<file path="src/rtl/jtg_pkg.sv">
package jtg_pkg;

  typedef enum logic [1:0] {
    JK_NONE  = 2'd0,
    JK_PCREL = 2'd1,
    JK_INDIR = 2'd2,
    JK_UPPC  = 2'd3
  } jkind_e;

  localparam logic [6:0] OPC_PCREL = 7'b1101111;
  localparam logic [6:0] OPC_INDIR = 7'b1100111;
  localparam logic [6:0] OPC_UPPC  = 7'b0010111;
  localparam logic [2:0] F3_INDIR  = 3'b000;

  // Argument is instruction bits 31:12; up[k] corresponds to instr[k+12].
  function automatic logic [20:0] pcrel_off(input logic [19:0] up);
    return {up[19], up[7:0], up[8], up[18:9], 1'b0};
  endfunction

  function automatic logic [11:0] indir_off(input logic [19:0] up);
    return up[19:8];
  endfunction

  function automatic logic [19:0] upper_imm(input logic [19:0] up);
    return up;
  endfunction

endpackage

</file>
<file path="src/rtl/jtg_decode.sv">
module jtg_decode
  import jtg_pkg::*;
(
  input  logic [6:0] opcode_i,
  input  logic [2:0] funct3_i,
  output jkind_e     kind_o
);
  always_comb begin
    kind_o = JK_NONE;
    if (opcode_i == OPC_PCREL)
      kind_o = JK_PCREL;
    else if (opcode_i == OPC_INDIR && funct3_i == F3_INDIR)
      kind_o = JK_INDIR;
    else if (opcode_i == OPC_UPPC)
      kind_o = JK_UPPC;
  end
endmodule

</file>
<file path="src/rtl/jtg_imm_gen.sv">
module jtg_imm_gen
  import jtg_pkg::*;
#(
  parameter int XLEN = 32
) (
  input  logic [19:0]     upper_i,
  output logic [XLEN-1:0] imm_pcrel_o,
  output logic [XLEN-1:0] imm_indir_o,
  output logic [XLEN-1:0] imm_uppc_o
);
  localparam int PCREL_W = 21;
  localparam int INDIR_W = 12;

  logic [PCREL_W-1:0] raw_j;
  logic [INDIR_W-1:0] raw_i;
  logic [31:0]        raw_u;

  assign raw_j = pcrel_off(upper_i);
  assign raw_i = indir_off(upper_i);
  assign raw_u = {upper_imm(upper_i), 12'b0};

  assign imm_pcrel_o = {{(XLEN-PCREL_W){raw_j[PCREL_W-1]}}, raw_j};
  assign imm_indir_o = {{(XLEN-INDIR_W){raw_i[INDIR_W-1]}}, raw_i};

  generate
    if (XLEN > 32) begin : g_wide
      assign imm_uppc_o = {{(XLEN-32){raw_u[31]}}, raw_u};
    end else begin : g_narrow
      assign imm_uppc_o = raw_u[XLEN-1:0];
    end
  endgenerate
endmodule

</file>
<file path="src/rtl/jtg_calc.sv">
module jtg_calc
  import jtg_pkg::*;
#(
  parameter int XLEN      = 32,
  parameter int LINK_STEP = 4
) (
  input  jkind_e          kind_i,
  input  logic [XLEN-1:0] pc_i,
  input  logic [XLEN-1:0] rs1_i,
  input  logic [XLEN-1:0] imm_pcrel_i,
  input  logic [XLEN-1:0] imm_indir_i,
  input  logic [XLEN-1:0] imm_uppc_i,
  output logic [XLEN-1:0] target_o,
  output logic [XLEN-1:0] link_o,
  output logic [XLEN-1:0] upc_o,
  output logic            taken_o
);
  localparam logic [XLEN-1:0] STEP = XLEN'(LINK_STEP);

  logic [XLEN-1:0] pcrel_sum;
  logic [XLEN-1:0] indir_sum;
  logic [XLEN-1:0] uppc_sum;
  logic [XLEN-1:0] link_sum;

  assign pcrel_sum = pc_i + imm_pcrel_i;
  assign indir_sum = rs1_i + imm_indir_i;
  assign uppc_sum  = pc_i + imm_uppc_i;
  assign link_sum  = pc_i + STEP;

  always_comb begin
    target_o = '0;
    link_o   = '0;
    upc_o    = '0;
    taken_o  = 1'b0;
    unique case (kind_i)
      JK_PCREL: begin
        target_o = pcrel_sum;
        link_o   = link_sum;
        taken_o  = 1'b1;
      end
      JK_INDIR: begin
        target_o = {indir_sum[XLEN-1:1], 1'b0};
        link_o   = link_sum;
        taken_o  = 1'b1;
      end
      JK_UPPC:  upc_o = uppc_sum;
      default:  ;
    endcase
  end
endmodule

</file>
<file path="src/rtl/jump_target_gen.sv">
module jump_target_gen
  import jtg_pkg::*;
#(
  parameter int XLEN      = 32,
  parameter int LINK_STEP = 4
) (
  input  logic            clk,
  input  logic            rst_n,
  input  logic            valid_i,
  input  logic [31:0]     instr_i,
  input  logic [XLEN-1:0] pc_i,
  input  logic [XLEN-1:0] rs1_i,
  input  logic            rvc_en_i,
  output logic [XLEN-1:0] target_o,
  output logic [XLEN-1:0] link_o,
  output logic [XLEN-1:0] upc_o,
  output logic            taken_o,
  output logic            misalign_o
);
  jkind_e          dec_kind;
  logic            dec_is_jump;
  logic [XLEN-1:0] imm_j, imm_i, imm_u;
  logic [XLEN-1:0] nxt_target, nxt_link, nxt_upc;
  logic            nxt_taken, nxt_misalign;

  jtg_decode u_dec (
    .opcode_i (instr_i[6:0]),
    .funct3_i (instr_i[14:12]),
    .kind_o   (dec_kind)
  );

  assign dec_is_jump = (dec_kind == JK_PCREL) || (dec_kind == JK_INDIR);

  jtg_imm_gen #(.XLEN(XLEN)) u_imm (
    .upper_i     (instr_i[31:12]),
    .imm_pcrel_o (imm_j),
    .imm_indir_o (imm_i),
    .imm_uppc_o  (imm_u)
  );

  jtg_calc #(.XLEN(XLEN), .LINK_STEP(LINK_STEP)) u_calc (
    .kind_i      (dec_kind),
    .pc_i        (pc_i),
    .rs1_i       (rs1_i),
    .imm_pcrel_i (imm_j),
    .imm_indir_i (imm_i),
    .imm_uppc_i  (imm_u),
    .target_o    (nxt_target),
    .link_o      (nxt_link),
    .upc_o       (nxt_upc),
    .taken_o     (nxt_taken)
  );

  assign nxt_misalign = nxt_taken && nxt_target[1] && !rvc_en_i;

  always_ff @(posedge clk or negedge rst_n) begin
    if (!rst_n) begin
      target_o   <= '0;
      link_o     <= '0;
      upc_o      <= '0;
      taken_o    <= 1'b0;
      misalign_o <= 1'b0;
    end else if (valid_i) begin
      target_o   <= nxt_target;
      link_o     <= nxt_link;
      upc_o      <= nxt_upc;
      taken_o    <= nxt_taken;
      misalign_o <= nxt_misalign;
    end else begin
      taken_o    <= 1'b0;
      misalign_o <= 1'b0;
    end
  end
endmodule

</file>
<file path="config.mk">
export PLATFORM = sky130hd
export DESIGN_NAME = jump_target_gen
export DESIGN_NICKNAME = d
export VERILOG_FILES = /design/src/rtl/jtg_pkg.sv /design/src/rtl/jtg_decode.sv /design/src/rtl/jtg_imm_gen.sv /design/src/rtl/jtg_calc.sv /design/src/rtl/jump_target_gen.sv
export SDC_FILE = /design/constraint.sdc
export NUM_CORES = 1
export LEC_CHECK = 0
export BUFFER_PORTS_ARGS = -buffer_cell sky130_fd_sc_hd__buf_2
export CELL_PAD_IN_SITES_DETAIL_PLACEMENT = 0
export CELL_PAD_IN_SITES_GLOBAL_PLACEMENT = 1
export CORE_UTILIZATION = 44
export DETAILED_ROUTE_END_ITERATION = 10
export PLACE_DENSITY = 0.9
export SETUP_SLACK_MARGIN = 0.1
export SYNTH_ARGS = -nofsm -noshare
export SYNTH_HDL_FRONTEND = slang
export SYNTH_SLANG_ARGS = --single-unit
</file>
<file path="constraint.sdc">
create_clock -name clk -period 1.1 [get_ports clk]
set_input_delay 0.165 -clock clk [delete_from_list [all_inputs] [get_ports clk]]
set_output_delay 0.165 -clock clk [all_outputs]
set_load 0.01 [all_outputs]
</file>
==> flow_metrics.py <==
metrics = {
    "outcome": {
        "status": "complete, but fails checks",
        "failed_checks": "setup timing",
    },
    "floorplan": {
        "die_y_um": 136,
        "io_pins": 198,
        "dieArea_mm2": 0.0185,
        "start_util_pct": 45.5,
        "dieWidth_um": 136,
        "rows": 48,
        "fp.coreArea_mm2": 0.0174,
    },
    "final_layout": {
        "area_growth_pct": 91.2,
        "num-fill-cells": 734,
        "drive_gt1_share_pct": 62.3,
        "fin_nets": 1631,
    },
    "drt": {
        "dr.pass1.iters": 8,
        "wirelength_mm": 49.7,
        "drc": 0,
        "drt_iter0_drc": 1716,
        "routedWlPerCell_um": 29.4,
        "ant_nets": 0,
        "num_vias": 11500,
        "avgViaCountPerCell": 6.79,
    },
    "global_route": {
        "gr-total-overflow": 0,
        "antenna_found_initial": 1,
        "grt_pass1_wl_mm": 57.5,
        "grt_pass1_vias": 10500,
        "grtUsageTotal_pct": 41.4,
        "grt_max_degree": 72,
    },
    "synth": {
        "synth_top_family_by_area": "compound AO/OA/AOI/OAI gates",
        "synthMuxAreaShare_pct": 0,
        "synthAdderAreaFrac_pct": 12.1,
        "syn_area_mm2": 0.00792,
        "ys.flop_type": "dfrtp_1",
        "synth_nets": 1043,
        "ys_async_sr_fraction_pct": 100,
        "netlist_instances": 868,
        "synth_edf_count": 0,
        "synth_compound_area_share_pct": 28.4,
        "ys_warn_count": 0,
        "yosys_register_bits": 98,
        "seq_area_frac_synth_pct": 31.0,
        "synthSimpleGateAreaFrac_pct": 14.1,
        "synth_xor_area_share_pct": 10.8,
        "yosysUniqueCellTypes": 73,
        "syn_area_per_cell_um2": 9.12,
    },
    "placement": {
        "dpl_worst_slack_ps": -1840,
        "port_buffers": 192,
        "place.gp.congestion": 1.00,
        "post-dp-hpwl_mm": 23.2,
    },
    "clocking": {
        "clockRootBuffer": "clkbuf_16",
        "htree_levels": 3,
        "clock_latency_ps": 400,
        "cts_tree": "built",
        "cts_sinks": 98,
        "ctsLongestPathBuffers": 2,
        "cts_buffers": 9,
        "clk_pin_slew_ps": 90,
    },
    "hold_path": {
        "min_path_type": "in2reg",
    },
    "sta": {
        "final.setup.worst_slack_ps": -1720,
        "slew_headroom_pct": 57.7,
        "fin_crit_sh_pct": 256,
        "hold_viol": 0,
        "rsz0062_at_grt": "true",
        "max_freq_mhz": 355,
        "holdWs_ps": 16.0,
        "period_minus_slack_ps": 2820,
        "fin_worst_skew_ps": 0,
        "worst_pin_slew_ps": 630,
        "finalMaxSlewViolations": 0,
        "final-setup-viol-count": 149,
    },
    "critical_path": {
        "worstPathArrival_ps": 3160,
        "cp_cell_sequence": "clkbuf_4 -> ha_4 -> a21o_1 -> o311ai_4 -> a211oi_2 -> nor3_2 -> o211ai_1 -> buf_4 -> a41oi_2 -> o21ai_2 -> a31oi_1 -> a21o_1 -> or4_1 -> nand3_2",
        "critPathMaxStageDelay_ps": 420,
        "path_max_fanout": 5,
        "crit_slowest_cell": "or4_1",
        "start_kind": "input port",
        "cp.required_ps": 1440,
        "end_kind": "flip-flop",
        "critPathMostFrequentCell": "a21o_1",
        "crit_type": "in2reg",
    },
    "pwr": {
        "power.density_mw_per_mm2": 963,
        "p_leak_nw": 7.37,
        "peakVddDrop_mv": 1.06,
    },
    "job": {
        "maxCapViolCount": 0,
    },
}
-- per-layer routing --
layer | routed length [um] | vias up | global-route usage [%]
li1 | - | 4421 | -
met1 | 15900 | 5341 | 46.5
met2 | 20700 | 1182 | 67.1
met3 | 7260 | 511 | 10.7
met4 | 5830 | 0 | 31.5
met5 | 0 | - | 0
-- cells in the final DEF, fill, tap and decap left out, types with 23 or more instances in the layout --
cell,instances
xnor2_1,41
buf_4,357
ha_4,29
a21oi_2,28
dfrtp_1,97
a21oi_1,31
buf_6,76
xor2_1,23
a21o_1,25
a22o_1,48
ha_1,42
nor2_1,52
nand2_1,42
buf_2,149
-- per-stage QoR --
step	total power [mW]	util [%]	area [um^2]	setup TNS, ps	cells
after detailed placement	8.51	68.1	11900	-84060	1523
final	14.6	86.9	15100	-58000	1688
after floorplan	6.30	-	8660	-45530	868
after global placement	8.42	68.1	11900	-80540	1523
after CTS	12.8	80.5	14000	-42330	1633
after global routing	14.8	86.9	15100	-63090	1686
-- cells by family (layout without fill, tap and decap cells) --
family,Yosys count,after routing
buffers and inverters,62,655
and+or+nand+nor,235,235
adders and majority gates,75,75
AOI/OAI and AO/OA,300,300
xor gates and xnor gates,98,98
other,0,2
DFF,98,98
-- layout make-up --
cell class	count	area [um^2]	area share [%]
multi-input combinational	708	7110	46.9
timing repair buffer	616	4890	32.3
sequential	98	2450	16.2
tap	225	282	1.86
clock buffer	9	225	1.49
inverter	23	96.3	0.636
clock inverter	7	82.6	0.545
antenna	2	5.00	0.0331
-- registers in the layout, summed over array words and instances, names as in the netlist --
name        count
upc_o          32
misalign_o      1
target_o       32
taken_o         1
link_o         32
-- what timing repair did --
item,4_1_cts,5_1_grt
hold buffers,2,0
gates cloned,4,0
resized for setup,245,146
buffers inserted,95,70
pin swaps,153,127
hold endpoints to repair,99,0
endpoints found under the setup margin,182,182
-- worst max-delay path: cells and delay by family --
kind            cells  cell delay [ps]
buf+inv             2              360
fa+ha+maj           1              340
simple gates        3              650
compound gates      8             1640
-- where the power goes --
part	total, mW	internal [mW]	switching (mW)
logic	7.17	3.33	3.84
registers	3.74	3.68	0.0597
clock network	3.67	1.81	1.86
total	14.6	8.82	5.76
-- cell usage after synthesis, drive strengths merged, types with 7 or more instances --
cell / number / area [um^2]
dfrtp: 98 / 2450
ha: 72 / 901
nor2: 71 / 267
a21oi: 67 / 335
xnor2: 65 / 569
nand2: 59 / 221
a22o: 49 / 430
o21ai: 36 / 191
xor2: 33 / 289
nand3: 31 / 155
a21o: 29 / 223
clkbuf: 29 / 109
inv: 23 / 86.3
and3: 18 / 118
o2bb2ai: 18 / 158
a221oi: 17 / 166
nor3: 14 / 75.1
o21bai: 11 / 86.3
buf: 9 / 75.1
o21a: 9 / 67.6
a22oi: 8 / 60.1
nand4: 8 / 50.1
a31oi: 7 / 43.8
nand2b: 7 / 43.8
nor2b: 7 / 43.8
o221ai: 7 / 61.3
-- worst paths after layout --
kind | start | end | slack (ps) | cells past startpoint
worst min-delay path | pc_i[0] | link_o[0]$_DFFE_PN0P_ | 20 | 2
max in group asynchronous | rst_n | target_o[30]$_DFFE_PN0P_ | 420 | 3
worst min register to register | target_o[16]$_DFFE_PN0P_ | target_o[16]$_DFFE_PN0P_ | 500 | 2
worst max register to register | target_o[30]$_DFFE_PN0P_ | target_o[30]$_DFFE_PN0P_ | -30 | 3
min in group asynchronous | rst_n | link_o[12]$_DFFE_PN0P_ | 290 | 3
worst max-delay path | instr_i[24] | target_o[30]$_DFFE_PN0P_ | -1720 | 14
Note: power is estimated with default switching activity, not from simulation.
